==> src/rtl/apuio_pkg.sv <==
// Package: shared constants, the read-source type and the boot ROM function
// for the audio coprocessor I/O register page.
package apuio_pkg;
    localparam int ADDR_W    = 16;
    localparam int DATA_W    = 8;
    localparam int NUM_PORTS = 4;
    localparam int NUM_TMR   = 3;
    localparam int TCNT_W    = 4;
    localparam int ROM_BYTES = 64;
    localparam int DSP_AW    = 7;
    localparam int PIDX_W    = $clog2(NUM_PORTS);
    localparam int TIDX_W    = $clog2(NUM_TMR);
    localparam int ROM_AW    = $clog2(ROM_BYTES);
    localparam int CLR_GRPS  = NUM_PORTS / 2;
    localparam logic [ADDR_W-5:0] IO_PAGE = 12'h00F;

    typedef enum logic [2:0] {
        RS_RAM  = 3'd0,
        RS_ZERO = 3'd1,
        RS_DIDX = 3'd2,
        RS_DDAT = 3'd3,
        RS_PORT = 3'd4,
        RS_TCNT = 3'd5,
        RS_ROM  = 3'd6
    } rd_src_e;

    // Boot ROM byte i: (i*29 + 59) xor (i*4), all modulo 256
    function automatic logic [DATA_W-1:0] rom_byte(input logic [ROM_AW-1:0] idx);
        logic [DATA_W-1:0] x;
        logic [DATA_W-1:0] m;
        x = {2'b00, idx};
        m = x * 8'd29;
        return (m + 8'h3B) ^ {idx, 2'b00};
    endfunction
endpackage

==> src/rtl/apuio_decode.sv <==
// Address decoder. Classifies a CPU address into a read source and the I/O
// register hits, and gives the sub-index for ports and timers.
// Assumes the I/O page is 0xF0-0xFF and the ROM window is the top 64 bytes.
module apuio_decode
    import apuio_pkg::*;
(
    input  logic [ADDR_W-1:0] addr,
    input  logic              rom_vis,
    output rd_src_e           rsel,
    output logic              hit_ctl,
    output logic              hit_didx,
    output logic              hit_ddat,
    output logic              hit_port,
    output logic              hit_tgt,
    output logic              hit_tcnt,
    output logic [PIDX_W-1:0] port_idx,
    output logic [TIDX_W-1:0] tgt_idx,
    output logic [TIDX_W-1:0] cnt_idx
);
    logic       io_page;
    logic       rom_hit;
    logic [3:0] lo;

    assign io_page  = (addr[ADDR_W-1:4] == IO_PAGE);
    assign rom_hit  = rom_vis && (addr[ADDR_W-1:ROM_AW] == '1);
    assign lo       = addr[3:0];
    assign port_idx = lo[PIDX_W-1:0];
    assign tgt_idx  = lo[1:0] - 2'd2;
    assign cnt_idx  = lo[1:0] - 2'd1;

    // Purpose: map the address to a read source and register hits
    always_comb begin
        rsel     = RS_RAM;
        hit_ctl  = 1'b0;
        hit_didx = 1'b0;
        hit_ddat = 1'b0;
        hit_port = 1'b0;
        hit_tgt  = 1'b0;
        hit_tcnt = 1'b0;
        if (io_page) begin
            case (lo)
                4'h0:                   rsel = RS_ZERO;
                4'h1: begin             rsel = RS_ZERO; hit_ctl  = 1'b1; end
                4'h2: begin             rsel = RS_DIDX; hit_didx = 1'b1; end
                4'h3: begin             rsel = RS_DDAT; hit_ddat = 1'b1; end
                4'h4, 4'h5, 4'h6, 4'h7: begin rsel = RS_PORT; hit_port = 1'b1; end
                4'hA, 4'hB, 4'hC: begin rsel = RS_ZERO; hit_tgt  = 1'b1; end
                4'hD, 4'hE, 4'hF: begin rsel = RS_TCNT; hit_tcnt = 1'b1; end
                default:                rsel = RS_RAM;
            endcase
        end else if (rom_hit) begin
            rsel = RS_ROM;
        end
    end
endmodule

==> src/rtl/apuio_ctl.sv <==
// Control state: timer enables, boot ROM visibility and the DSP index.
// Assumes ctl_we and idx_we are already qualified with the CPU write strobe.
module apuio_ctl
    import apuio_pkg::*;
(
    input  logic                clk,
    input  logic                rst_n,
    input  logic                ctl_we,
    input  logic                idx_we,
    input  logic [DATA_W-1:0]   wdata,
    output logic [NUM_TMR-1:0]  tmr_en,
    output logic [NUM_TMR-1:0]  tmr_restart,
    output logic [CLR_GRPS-1:0] clr_grp,
    output logic                rom_vis,
    output logic [DATA_W-1:0]   dsp_idx
);
    logic unused_bits;
    assign unused_bits = ^{wdata[6], wdata[3]};

    assign tmr_restart = {NUM_TMR{ctl_we}} & wdata[NUM_TMR-1:0] & ~tmr_en;
    assign clr_grp     = {CLR_GRPS{ctl_we}} & wdata[5:4];

    // Purpose: hold the timer enables and ROM visibility from control writes
    always_ff @(posedge clk) begin
        if (!rst_n) begin
            tmr_en  <= '0;
            rom_vis <= 1'b1;
        end else if (ctl_we) begin
            tmr_en  <= wdata[NUM_TMR-1:0];
            rom_vis <= ~wdata[7];
        end
    end

    // Purpose: hold the indirect DSP index
    always_ff @(posedge clk) begin
        if (!rst_n)      dsp_idx <= '0;
        else if (idx_we) dsp_idx <= wdata;
    end

    assert_tmr_en_R6: assert property (@(posedge clk) disable iff (!rst_n)
        ctl_we |=> tmr_en == $past(wdata[NUM_TMR-1:0]));
    assert_rom_vis_R8: assert property (@(posedge clk) disable iff (!rst_n)
        ctl_we |=> rom_vis == !$past(wdata[7]));
    assert_idx_hold_R3: assert property (@(posedge clk) disable iff (!rst_n)
        !idx_we |=> $stable(dsp_idx));
endmodule

==> src/rtl/apuio_ports.sv <==
// Mailbox bank. Inbound bytes are written by the host and read by the CPU.
// Outbound bytes are written by the CPU and seen by the host.
// Assumes the clear groups cover consecutive pairs of inbound bytes.
module apuio_ports
    import apuio_pkg::*;
(
    input  logic                          clk,
    input  logic                          rst_n,
    input  logic                          host_wr,
    input  logic [PIDX_W-1:0]             host_sel,
    input  logic [DATA_W-1:0]             host_wdata,
    input  logic [CLR_GRPS-1:0]           clr_grp,
    input  logic                          out_we,
    input  logic [PIDX_W-1:0]             out_sel,
    input  logic [DATA_W-1:0]             cpu_wdata,
    output logic [NUM_PORTS*DATA_W-1:0]   in_bytes,
    output logic [NUM_PORTS*DATA_W-1:0]   out_bytes
);
    logic [DATA_W-1:0] in_q  [NUM_PORTS];
    logic [DATA_W-1:0] out_q [NUM_PORTS];

    for (genvar k = 0; k < NUM_PORTS; k++) begin : g_port
        // Purpose: inbound byte k, where a clear wins over a host write
        always_ff @(posedge clk) begin
            if (!rst_n)                                      in_q[k] <= '0;
            else if (clr_grp[k/2])                           in_q[k] <= '0;
            else if (host_wr && host_sel == PIDX_W'(k))      in_q[k] <= host_wdata;
        end

        // Purpose: outbound byte k, written by the CPU
        always_ff @(posedge clk) begin
            if (!rst_n)                                      out_q[k] <= '0;
            else if (out_we && out_sel == PIDX_W'(k))        out_q[k] <= cpu_wdata;
        end

        assign in_bytes[k*DATA_W +: DATA_W]  = in_q[k];
        assign out_bytes[k*DATA_W +: DATA_W] = out_q[k];

        assert_clear_wins_R7: assert property (@(posedge clk) disable iff (!rst_n)
            clr_grp[k/2] |=> in_q[k] == '0);
        assert_host_load_R5: assert property (@(posedge clk) disable iff (!rst_n)
            (host_wr && host_sel == PIDX_W'(k) && !clr_grp[k/2]) |=> in_q[k] == $past(host_wdata));
        assert_out_load_R5: assert property (@(posedge clk) disable iff (!rst_n)
            (out_we && out_sel == PIDX_W'(k)) |=> out_q[k] == $past(cpu_wdata));
        assert_in_isolated_R5: assert property (@(posedge clk) disable iff (!rst_n)
            (!host_wr && clr_grp == '0) |=> $stable(in_q[k]));
    end
endmodule

==> src/rtl/apuio_regfile.sv <==
// Top of the audio coprocessor I/O register page. Connects the decoder, the
// control state and the mailbox bank, muxes the CPU read data, forwards all
// writes to RAM and drives the DSP and timer strobes.
// Assumes external RAM, DSP and timer read data are combinational.
module apuio_regfile
    import apuio_pkg::*;
(
    input  logic                        clk,
    input  logic                        rst_n,
    input  logic [ADDR_W-1:0]           cpu_addr,
    input  logic                        cpu_rd,
    input  logic                        cpu_wr,
    input  logic [DATA_W-1:0]           cpu_wdata,
    output logic [DATA_W-1:0]           cpu_rdata,
    output logic                        ram_we,
    output logic [ADDR_W-1:0]           ram_addr,
    output logic [DATA_W-1:0]           ram_wdata,
    input  logic [DATA_W-1:0]           ram_rdata,
    output logic [DSP_AW-1:0]           dsp_addr,
    output logic                        dsp_rd,
    output logic                        dsp_we,
    output logic [DATA_W-1:0]           dsp_wdata,
    input  logic [DATA_W-1:0]           dsp_rdata,
    input  logic                        host_wr,
    input  logic [PIDX_W-1:0]           host_sel,
    input  logic [DATA_W-1:0]           host_wdata,
    output logic [NUM_PORTS*DATA_W-1:0] host_out,
    output logic [NUM_TMR-1:0]          tmr_en,
    output logic [NUM_TMR-1:0]          tmr_restart,
    output logic [NUM_TMR-1:0]          tmr_tgt_we,
    output logic [NUM_TMR-1:0]          tmr_cnt_rd,
    input  logic [NUM_TMR*TCNT_W-1:0]   tmr_cnt_in
);
    rd_src_e                   rsel;
    logic                      hit_ctl, hit_didx, hit_ddat, hit_port, hit_tgt, hit_tcnt;
    logic [PIDX_W-1:0]         port_idx;
    logic [TIDX_W-1:0]         tgt_idx, cnt_idx;
    logic                      rom_vis;
    logic [DATA_W-1:0]         dsp_idx;
    logic [CLR_GRPS-1:0]       clr_grp;
    logic [NUM_PORTS*DATA_W-1:0] in_bytes;
    logic [DATA_W-1:0]         port_rd, tcnt_rd;

    apuio_decode u_dec (
        .addr(cpu_addr), .rom_vis(rom_vis), .rsel(rsel),
        .hit_ctl(hit_ctl), .hit_didx(hit_didx), .hit_ddat(hit_ddat),
        .hit_port(hit_port), .hit_tgt(hit_tgt), .hit_tcnt(hit_tcnt),
        .port_idx(port_idx), .tgt_idx(tgt_idx), .cnt_idx(cnt_idx)
    );

    apuio_ctl u_ctl (
        .clk(clk), .rst_n(rst_n),
        .ctl_we(cpu_wr && hit_ctl), .idx_we(cpu_wr && hit_didx),
        .wdata(cpu_wdata), .tmr_en(tmr_en), .tmr_restart(tmr_restart),
        .clr_grp(clr_grp), .rom_vis(rom_vis), .dsp_idx(dsp_idx)
    );

    apuio_ports u_ports (
        .clk(clk), .rst_n(rst_n),
        .host_wr(host_wr), .host_sel(host_sel), .host_wdata(host_wdata),
        .clr_grp(clr_grp), .out_we(cpu_wr && hit_port), .out_sel(port_idx),
        .cpu_wdata(cpu_wdata), .in_bytes(in_bytes), .out_bytes(host_out)
    );

    // RAM sees every CPU write
    assign ram_we    = cpu_wr;
    assign ram_addr  = cpu_addr;
    assign ram_wdata = cpu_wdata;

    // DSP window: the write is guarded by the top index bit
    assign dsp_addr  = dsp_idx[DSP_AW-1:0];
    assign dsp_wdata = cpu_wdata;
    assign dsp_rd    = cpu_rd && hit_ddat;
    assign dsp_we    = cpu_wr && hit_ddat && !dsp_idx[DSP_AW];

    // Purpose: one-hot timer strobes and the selected port and counter bytes
    always_comb begin
        tmr_tgt_we = '0;
        tmr_cnt_rd = '0;
        tcnt_rd    = '0;
        for (int i = 0; i < NUM_TMR; i++) begin
            if (tgt_idx == TIDX_W'(i)) tmr_tgt_we[i] = cpu_wr && hit_tgt;
            if (cnt_idx == TIDX_W'(i)) begin
                tmr_cnt_rd[i] = cpu_rd && hit_tcnt;
                tcnt_rd       = {{(DATA_W-TCNT_W){1'b0}}, tmr_cnt_in[i*TCNT_W +: TCNT_W]};
            end
        end
        port_rd = '0;
        for (int k = 0; k < NUM_PORTS; k++)
            if (port_idx == PIDX_W'(k)) port_rd = in_bytes[k*DATA_W +: DATA_W];
    end

    // Purpose: CPU read data mux
    always_comb begin
        case (rsel)
            RS_ZERO: cpu_rdata = '0;
            RS_DIDX: cpu_rdata = dsp_idx;
            RS_DDAT: cpu_rdata = dsp_rdata;
            RS_PORT: cpu_rdata = port_rd;
            RS_TCNT: cpu_rdata = tcnt_rd;
            RS_ROM:  cpu_rdata = rom_byte(cpu_addr[ROM_AW-1:0]);
            default: cpu_rdata = ram_rdata;
        endcase
    end

    assert_dsp_guard_R4: assert property (@(posedge clk) disable iff (!rst_n)
        dsp_we |-> (cpu_addr == 16'h00F3) && (dsp_idx < 8'h80));
    assert_strobes_onehot_R9: assert property (@(posedge clk) disable iff (!rst_n)
        $onehot0(tmr_tgt_we) && $onehot0(tmr_cnt_rd));
endmodule

==> config.mk <==
export PLATFORM = sky130hd
export DESIGN_NAME = apuio_regfile
export DESIGN_NICKNAME = d
export VERILOG_FILES = /design/src/rtl/apuio_pkg.sv /design/src/rtl/apuio_decode.sv /design/src/rtl/apuio_ctl.sv /design/src/rtl/apuio_ports.sv /design/src/rtl/apuio_regfile.sv
export SDC_FILE = /design/constraint.sdc
export NUM_CORES = 1
export LEC_CHECK = 0
export BUFFER_PORTS_ARGS = -buffer_cell sky130_fd_sc_hd__buf_2
export CAP_MARGIN = 20
export CORE_ASPECT_RATIO = 1.25
export CORE_UTILIZATION = 34
export DETAILED_ROUTE_END_ITERATION = 6
export PLACE_DENSITY = 0.59
export RECOVER_POWER = 100
export REMOVE_ABC_BUFFERS = 1
export SLEW_MARGIN = 20
export SYNTH_ARGS = -nofsm -noshare
export SYNTH_HDL_FRONTEND = slang
export SYNTH_HIERARCHICAL = 1
export SYNTH_SLANG_ARGS = --single-unit
==> constraint.sdc <==
create_clock -name clk -period 8.3 [get_ports clk]
set_input_delay 1.66 -clock clk [delete_from_list [all_inputs] [get_ports clk]]
set_output_delay 1.66 -clock clk [all_outputs]
set_load 0.005 [all_outputs]
==> metrics, run 1 <==
status finished, final reports clean; DR WL/cell 17.3 um; Pwr Density 169 nW/um^2; combinational power share 0.184; maximum VDD drop 0.193 mV; worst-margin pin slew 1340 ps; mean post-synth cell area 10.5 um^2; global-route wire length before repair 20100 um; detailed-route via count 3925; placed cells 766; Hold Path Class reg -> reg; maximum clock insertion buffer count 2; synthesized area 5020 um^2; Worst-path clk slew 60 ps; Routed Antenna Nets 0; Pwr Total 990 uW; clock sink count 76; Overflow after GRT 0; root buffer selected by CTS clkbuf_16; sequential area share after synthesis 0.430; hold buffers post-CTS 0; drt first pass iters 4; DRC 0; Post-synth EDFFs 64; Slew headroom 0.105; Final period util 0.872; top_reg_cell synth edfxtp_1; most frequent cells after synthesis 64 x edfxtp_1, 46 x nor2_1, 38 x and2_1, 37 x buf_4, 30 x nand2_1; Starting DRT DRC Count 252; non-filler cells in the finished layout 782; fin nets 692; share of cells above drive strength 1 0.195; largest net degree at the start of global routing 30; Cell variety after synth 60; initial antenna violation count 0; sw power 271 uW; Fmax 0.138 GHz; Setup CP Type in -> out; Synth area leaders edfxtp_1 38%, buf_4 5.5%, ha_1 5.0%, dfxtp_1 4.8%, and2_1 4.7%; RSZ-0062 raised after global routing no; sequential power share 0.443; Pleak 2.28 nW; area growth from synthesis to layout 16.5%; Port Buf Inserts 160; Yosys top cell by area edfxtp_1; final hold viol count 0; antenna cells 0; Initial Utilization 0.349; H-tree depth 3; number of cell rows 49; Core ar. 14400 um^2; # fillers 1457; CP required 6640 ps; clk_lat worst skew 340 ps; cell internal pwr 720 uW; Final TNS setup 0 ps; via density per instance 5.02; Resize count post-CTS 0; Post-CTS Setup Inserts 0; Synth top area share 0.383; Clock Power Share 0.373; #FFs+latches synth 76; Die Area 15300 um^2; Final setup viols 0; DPL Wire Length 10200 um; max cap viols 0; I/O pin count 161; Global Route Usage Sum 0.174; Total Wirelength 13600 um; die width 111 um; clock skew 0 ps; CP Max Fanout 23; Worst Setup End Kind output pin; Num CTS Buffers 9; most common cell in the netlist edfxtp_1; CP startpoint kind input port; Yosys Warn Count 6; vias in the first global route 3732; fin crit period 7240 ps; Post-Synthesis Cells 480; Layout Utilization 0.406; Async SR Flop Fraction 0; Placer Congestion 0.845; CP arrival 5580 ps; count of pins over their slew limit 0; sw frac 0.273; Chip Height 138 um; CTS tree yes
==> placed cells by master, fill, tap and decap left out, drive strengths merged, types with 4 or more instances in the layout <==
cell type / count
inv: 25
nor3: 10
and3: 7
mux4: 9
nor2: 54
dfxtp: 12
a21o: 4
a21oi: 10
clkbuf: 97
ha: 20
mux2i: 18
nand3: 4
edfxtp: 64
nand2b: 5
nand2: 30
xnor2: 11
nor3b: 4
fa: 6
o211a: 5
nor2b: 18
and2: 39
o211ai: 6
o21ai: 23
buf: 78
==> final timing paths <==
kind / start / slack (ps) / endpoint / cells after the start
hold / removal: u_ctl/tmr_en[1] / 540 / u_ctl/tmr_en[1] / 2
setup reg to reg: u_ctl/dsp_idx[5] / 7600 / u_ctl/dsp_idx[5] / 2
setup / recovery: cpu_addr[1] / 1060 / cpu_rdata[7] / 13
hold reg to reg: u_ctl/tmr_en[1] / 540 / u_ctl/tmr_en[1] / 2
==> logic make-up after synthesis <==
family,after synthesis,synth area share
simple gates,191,0.213
buf+inv,79,0.0924
flops,76,0.430
compound gates,67,0.0884
mux,27,0.0777
fa+ha+maj,26,0.0737
xor+xnor,14,0.0244
==> per-stage QoR <==
step	area [um^2]	setup slack [ps]	hold slack (ps)
2_1_floorplan	4640	2610	466
3_3_place_gp	5710	1770	514
3_5_place_dp	5710	1650	523
4_1_cts	5990	1610	536
5_1_grt	5850	752	578
6_report	5850	1060	538
==> layout make-up <==
| type | instances | area [um^2] | share of cell area |
|---|---|---|---|
| clock buffer | 9 | 225 | 0.0385 |
| multi-input combinational | 325 | 2380 | 0.407 |
| clock inverter | 7 | 57.6 | 0.00983 |
| tap | 178 | 223 | 0.0381 |
| timing repair buffer | 166 | 724 | 0.124 |
| inverter | 21 | 78.8 | 0.0135 |
| sequential | 76 | 2160 | 0.369 |
==> power groups by stage <==
stage / Sequential, mW / Clock (mW) / Combinational, mW
after detailed placement: 0.447 / 0 / 0.188
after CTS: 0.439 / 0.377 / 0.190
after global placement: 0.446 / 0 / 0.188
final: 0.438 / 0.370 / 0.182
after floorplan: 0.446 / 0 / 0.108
after global routing: 0.440 / 0.391 / 0.204
==> metal layers <==
layer,up-vias,track usage,routed length (um)
met5,-,0,0
met4,0,0.0489,115
met3,8,0.0345,808
met2,131,0.315,6950
met1,1883,0.211,5680
li1,1903,-,-
==> worst max-delay path, cell delays in order <==
cell	delay (ps)
clkbuf_1	900
inv_1	260
ha_1	380
xnor2_1	190
xnor2_1	180
fa_1	440
ha_1	360
a21oi_1	270
a21oi_1	110
a211oi_1	290
xnor2_1	110
o32ai_1	260
clkbuf_1	150
==> state kept, by name, summed over array words and instances (netlist names) <==
name and count:
u_ports/in_q 32, u_ctl/tmr_en 3, u_ports/out_q 32, u_ctl/dsp_idx 8
u_ctl/rom_vis 1
Power figures use the tool's default switching activity.
==> run 2: changes to the inputs <==
Settings changed: BUFFER_PORTS_ARGS -buffer_cell sky130_fd_sc_hd__buf_2 to unset, CAP_MARGIN 20 to 0, DONT_BUFFER_PORTS set to 1, PLACE_DENSITY 0.59 to 0.5.
==> run 2 against run 1 <==
  * Via count shrank 14%
  * Setup slack better by 550 ps
  * Power decreased by 2.0%
  * Die area unchanged
  * Sequential cell count is the same
  * Hold slack improved by 16 ps
  * First-iteration DRC count down 29%
  * Count of clock-buffer cells in the layout did not move
  * Utilization decreased by 4.8 points
  * Clock skew unchanged
  * Fmax rose by 8.2%
  * Cell area is 12% lower
  * Largest power group unchanged
==> metrics, run 2 (synthesized netlist as in run 1, its figures left out) <==
Num CTS Buffers 9; maximum VDD drop 0.194 mV; DPL Wire Length 9950 um; fin nets 531; Crit path max-delay family simple AND/OR/NAND/NOR gates; antenna cells 0; CP max-delay cell o211a_1; I/O pin count 161; drt first pass iters 4; largest net degree at the start of global routing 30; CTS tree yes; Hold Path Class reg -> reg; Worst Setup End Kind output pin; Starting DRT DRC Count 178; initial antenna violation count 0; placed cells 605; non-filler cells in the finished layout 621; Pleak 1.88 nW; share of cells above drive strength 1 0.0813; DR WL/cell 21.5 um; H-tree depth 3; number of cell rows 49; area growth from synthesis to layout 2.79%; most frequent cells in the layout 64 x edfxtp_1, 46 x nor2_1, 30 x nand2_1, 22 x o21ai_0, 21 x inv_1; Hold WS 554 ps; Total Wirelength 13300 um; hold buffers post-CTS 0; Finished Cell Area 5160 um^2; via density per instance 5.45; root buffer selected by CTS clkbuf_16; Layout Utilization 0.358; Final period util 0.806; CP required 6640 ps; detailed-route via count 3386; final hold viol count 0; Post-CTS Setup Inserts 0; Routed Antenna Nets 0; worst-margin pin slew 1180 ps; Worst path max stage delay 690 ps; die width 111 um; Overflow after GRT 0; CP Buf/Inv Count 1; Pwr Density 188 nW/um^2; clock sink count 76; vias in the first global route 3418; CP Max Fanout 24; status finished, final reports clean; max cap viols 0; clock skew 0 ps; RSZ-0062 raised after global routing no; Port Buf Inserts 0; Slew headroom 0.205; DRC 0; global-route wire length before repair 19800 um; fin crit period 6690 ps; cell mode on critical path o211a_1; worst path cell trace or4_1, nor3_1, o211a_1, clkbuf_1, nand2b_1, a2bb2oi_1, o211ai_1, o21ai_0, o211a_1; Final setup viols 0; Die Area 15300 um^2; Chip Height 138 um; Setup CP Type in -> out; # fillers 1473; Placer Congestion 0.794; Core ar. 14400 um^2; Resize count post-CTS 0; setup ws final 1610 ps; DP Worst Slack 2160 ps; maximum clock insertion buffer count 2; clk_lat worst skew 340 ps; count of pins over their slew limit 0; Initial Utilization 0.349; multi-input logic area 2380 um^2; CP startpoint kind input port; Worst-path clk slew 60 ps; CP arrival 5030 ps; Register Area 2160 um^2; Fmax 0.149 GHz; dpl cell area 4900 um^2; most common cell after layout, fill and taps aside edfxtp_1; Final TNS setup 0 ps; Top Registers u_ports/in_q x32, u_ports/out_q x32, u_ctl/dsp_idx x8; Global Route Usage Sum 0.175; Pwr Total 970 uW
## run 2: changes by cell type in the layout (fill, tap and decap cells not counted), moves of 3 or more
cell,delta
clkbuf_1,-82
buf_2,-77
and2_0,-3
and2_1,+3
## run 2: area by class of cell
type / instances / share of cell area
flip-flops and latches: 76 / 0.419
clock buffers: 9 / 0.0436
clock inverters: 7 / 0.0145
well taps: 178 / 0.0431
inverters: 21 / 0.0153
multi-input cells: 325 / 0.461
repair buffers: 5 / 0.00364
## run 2: path summary, 6_finish.rpt
| path | startpoint | endpoint | slack [ps] | depth (start not counted) |
|---|---|---|---|---|
| worst min register to register | u_ctl/tmr_en[1] | u_ctl/tmr_en[1] | 550 | 2 |
| worst min-delay path | u_ctl/tmr_en[1] | u_ctl/tmr_en[1] | 550 | 2 |
| worst max register to register | u_ctl/dsp_idx[5] | u_ctl/dsp_idx[5] | 7520 | 2 |
| worst max-delay path | cpu_addr[11] | cpu_rdata[1] | 1610 | 9 |
## run 2: tightest hold or removal path: stages (launching register included)
cell,delay [ps]
dfxtp_1,330
mux2i_1,130
nor2b_1,60
## run 2: routing by layer
metal | global-route usage | share of wire
met1 | 0.203 | 0.41
met2 | 0.311 | 0.51
met3 | 0.0450 | 0.065
met4 | 0.0674 | 0.020
met5 | 0 | 0
## run 2: power by group
group	leakage [nW]	switching, mW	internal (mW)
logic	1.03	0.0750	0.0618
clock network	0.140	0.159	0.234
registers	0.715	0.00698	0.433
==> run 3: changes to the inputs <==
Clock period 8.3 ns to 6.2 ns, I/O delays scaled along.
==> run 3 against run 2 <==
  * Cell area rose by 0.24%
  * Non-clock buffer count increased by 2
  * Critical path depth unchanged
  * Sequential cell count is the same
  * Global-route usage is 0.36 points lower
  * Critical endpoint unchanged
==> metrics, run 3 (synthesized netlist as in run 1, its figures left out) <==
CTS tree yes; H-tree depth 3; Final period util 0.862; initial antenna violation count 0; count of pins over their slew limit 0; cell mode on critical path o211a_1; clock sink count 76; Overflow after GRT 0; worst path cell trace or4_1, nor3_1, o211a_1, buf_4, nand2b_1, a2bb2oi_1, o211ai_1, o21ai_0, o211a_1; Final setup viols 0; Crit path max-delay family simple AND/OR/NAND/NOR gates; Worst-path clk slew 60 ps; die width 111 um; Initial Utilization 0.349; Port Buf Inserts 0; root buffer selected by CTS clkbuf_16; most common cell after layout, fill and taps aside edfxtp_1; share of cells above drive strength 1 0.0854; CP Buf/Inv Count 1; RSZ-0062 raised after global routing no; worst-margin pin slew 1180 ps; status finished, final reports clean; Starting DRT DRC Count 159; maximum clock insertion buffer count 2; hold buffers post-CTS 0; Finished Cell Area 5170 um^2; Num CTS Buffers 9; CP startpoint kind input port; Resize count post-CTS 0; Top Registers u_ports/in_q x32, u_ports/out_q x32, u_ctl/dsp_idx x8; DPL Wire Length 9640 um; I/O pin count 161; Slew headroom 0.206; Core ar. 14400 um^2; detailed-route via count 3398; Routed Antenna Nets 0; maximum VDD drop 0.181 mV; via density per instance 5.45; largest net degree at the start of global routing 30; antenna cells 0; Chip Height 138 um; CP arrival 4100 ps; DRC 0; Post-CTS Setup Inserts 0; Worst path max stage delay 670 ps; most frequent cells in the layout 64 x edfxtp_1, 46 x nor2_1, 30 x nand2_1, 22 x o21ai_0, 21 x inv_1; Pwr Total 1.29 mW; max cap viols 0; fin crit period 5340 ps; clk_lat worst skew 330 ps; Die Area 15300 um^2; Global Route Usage Sum 0.171; global-route wire length before repair 19300 um; number of cell rows 49; Fmax 0.187 GHz; setup ws final 859 ps; Worst Setup End Kind output pin; Hold Path Class reg -> reg; DP Worst Slack 1110 ps; dpl cell area 4910 um^2; Pleak 1.89 nW; fin nets 533; Setup CP Type in -> out; CP Max Fanout 17; Pwr Density 249 nW/um^2; Total Wirelength 13100 um; drt first pass iters 4; clock skew 0 ps; final hold viol count 0; vias in the first global route 3360; DR WL/cell 20.9 um; CP required 4960 ps; # fillers 1423; area growth from synthesis to layout 3.04%; CP max-delay cell nor3_1; Final TNS setup 0 ps; Placer Congestion 0.834
-- run 3: layer usage --
layer / global-route usage / share of wire / vias to the layer above
li1: - / - / 1587
met1: 0.213 / 0.43 / 1647
met2: 0.276 / 0.48 / 139
met3: 0.0446 / 0.060 / 25
met4: 0.0874 / 0.034 / 0
met5: 0 / 0 / -
-- run 3: power by group --
| group | internal [mW] | total, mW | leakage (nW) | switching, mW |
|---|---|---|---|---|
| registers | 0.580 | 0.589 | 0.715 | 0.00905 |
| logic | 0.0824 | 0.180 | 1.04 | 0.0981 |
| clock network | 0.313 | 0.520 | 0.142 | 0.207 |
-- run 3: final timing paths --
kind,start,end,slack [ps],depth (start not counted)
hold reg to reg,u_ctl/tmr_en[0],u_ctl/tmr_en[0],560,2
hold / removal,u_ctl/tmr_en[0],u_ctl/tmr_en[0],560,2
setup reg to reg,u_ctl/dsp_idx[5],u_ctl/dsp_idx[5],5420,2
setup / recovery,cpu_addr[11],cpu_rdata[1],860,9
-- run 3: final cells by class --
type / count / area (um^2) / area share
multi-input combinational: 325 / 2380 / 0.460
sequential: 76 / 2160 / 0.418
clock buffer: 11 / 233 / 0.0450
tap: 178 / 223 / 0.0430
inverter: 21 / 78.8 / 0.0152
clock inverter: 5 / 60.1 / 0.0116
timing repair buffer: 7 / 37.5 / 0.00725
-- run 3: through the flow --
stage	utilization	instances	hold WS, ps
finish	0.359	623	561
global route	0.359	623	586
CTS	0.361	623	564
detailed placement	0.341	607	556
global placement	0.341	607	541
floorplan	-	422	466
-- run 3: tightest hold or removal path, cell delays in order, from the launching register on --
cell and delay [ps]:
dfxtp_1 330, mux2i_1 130, nor2b_1 60
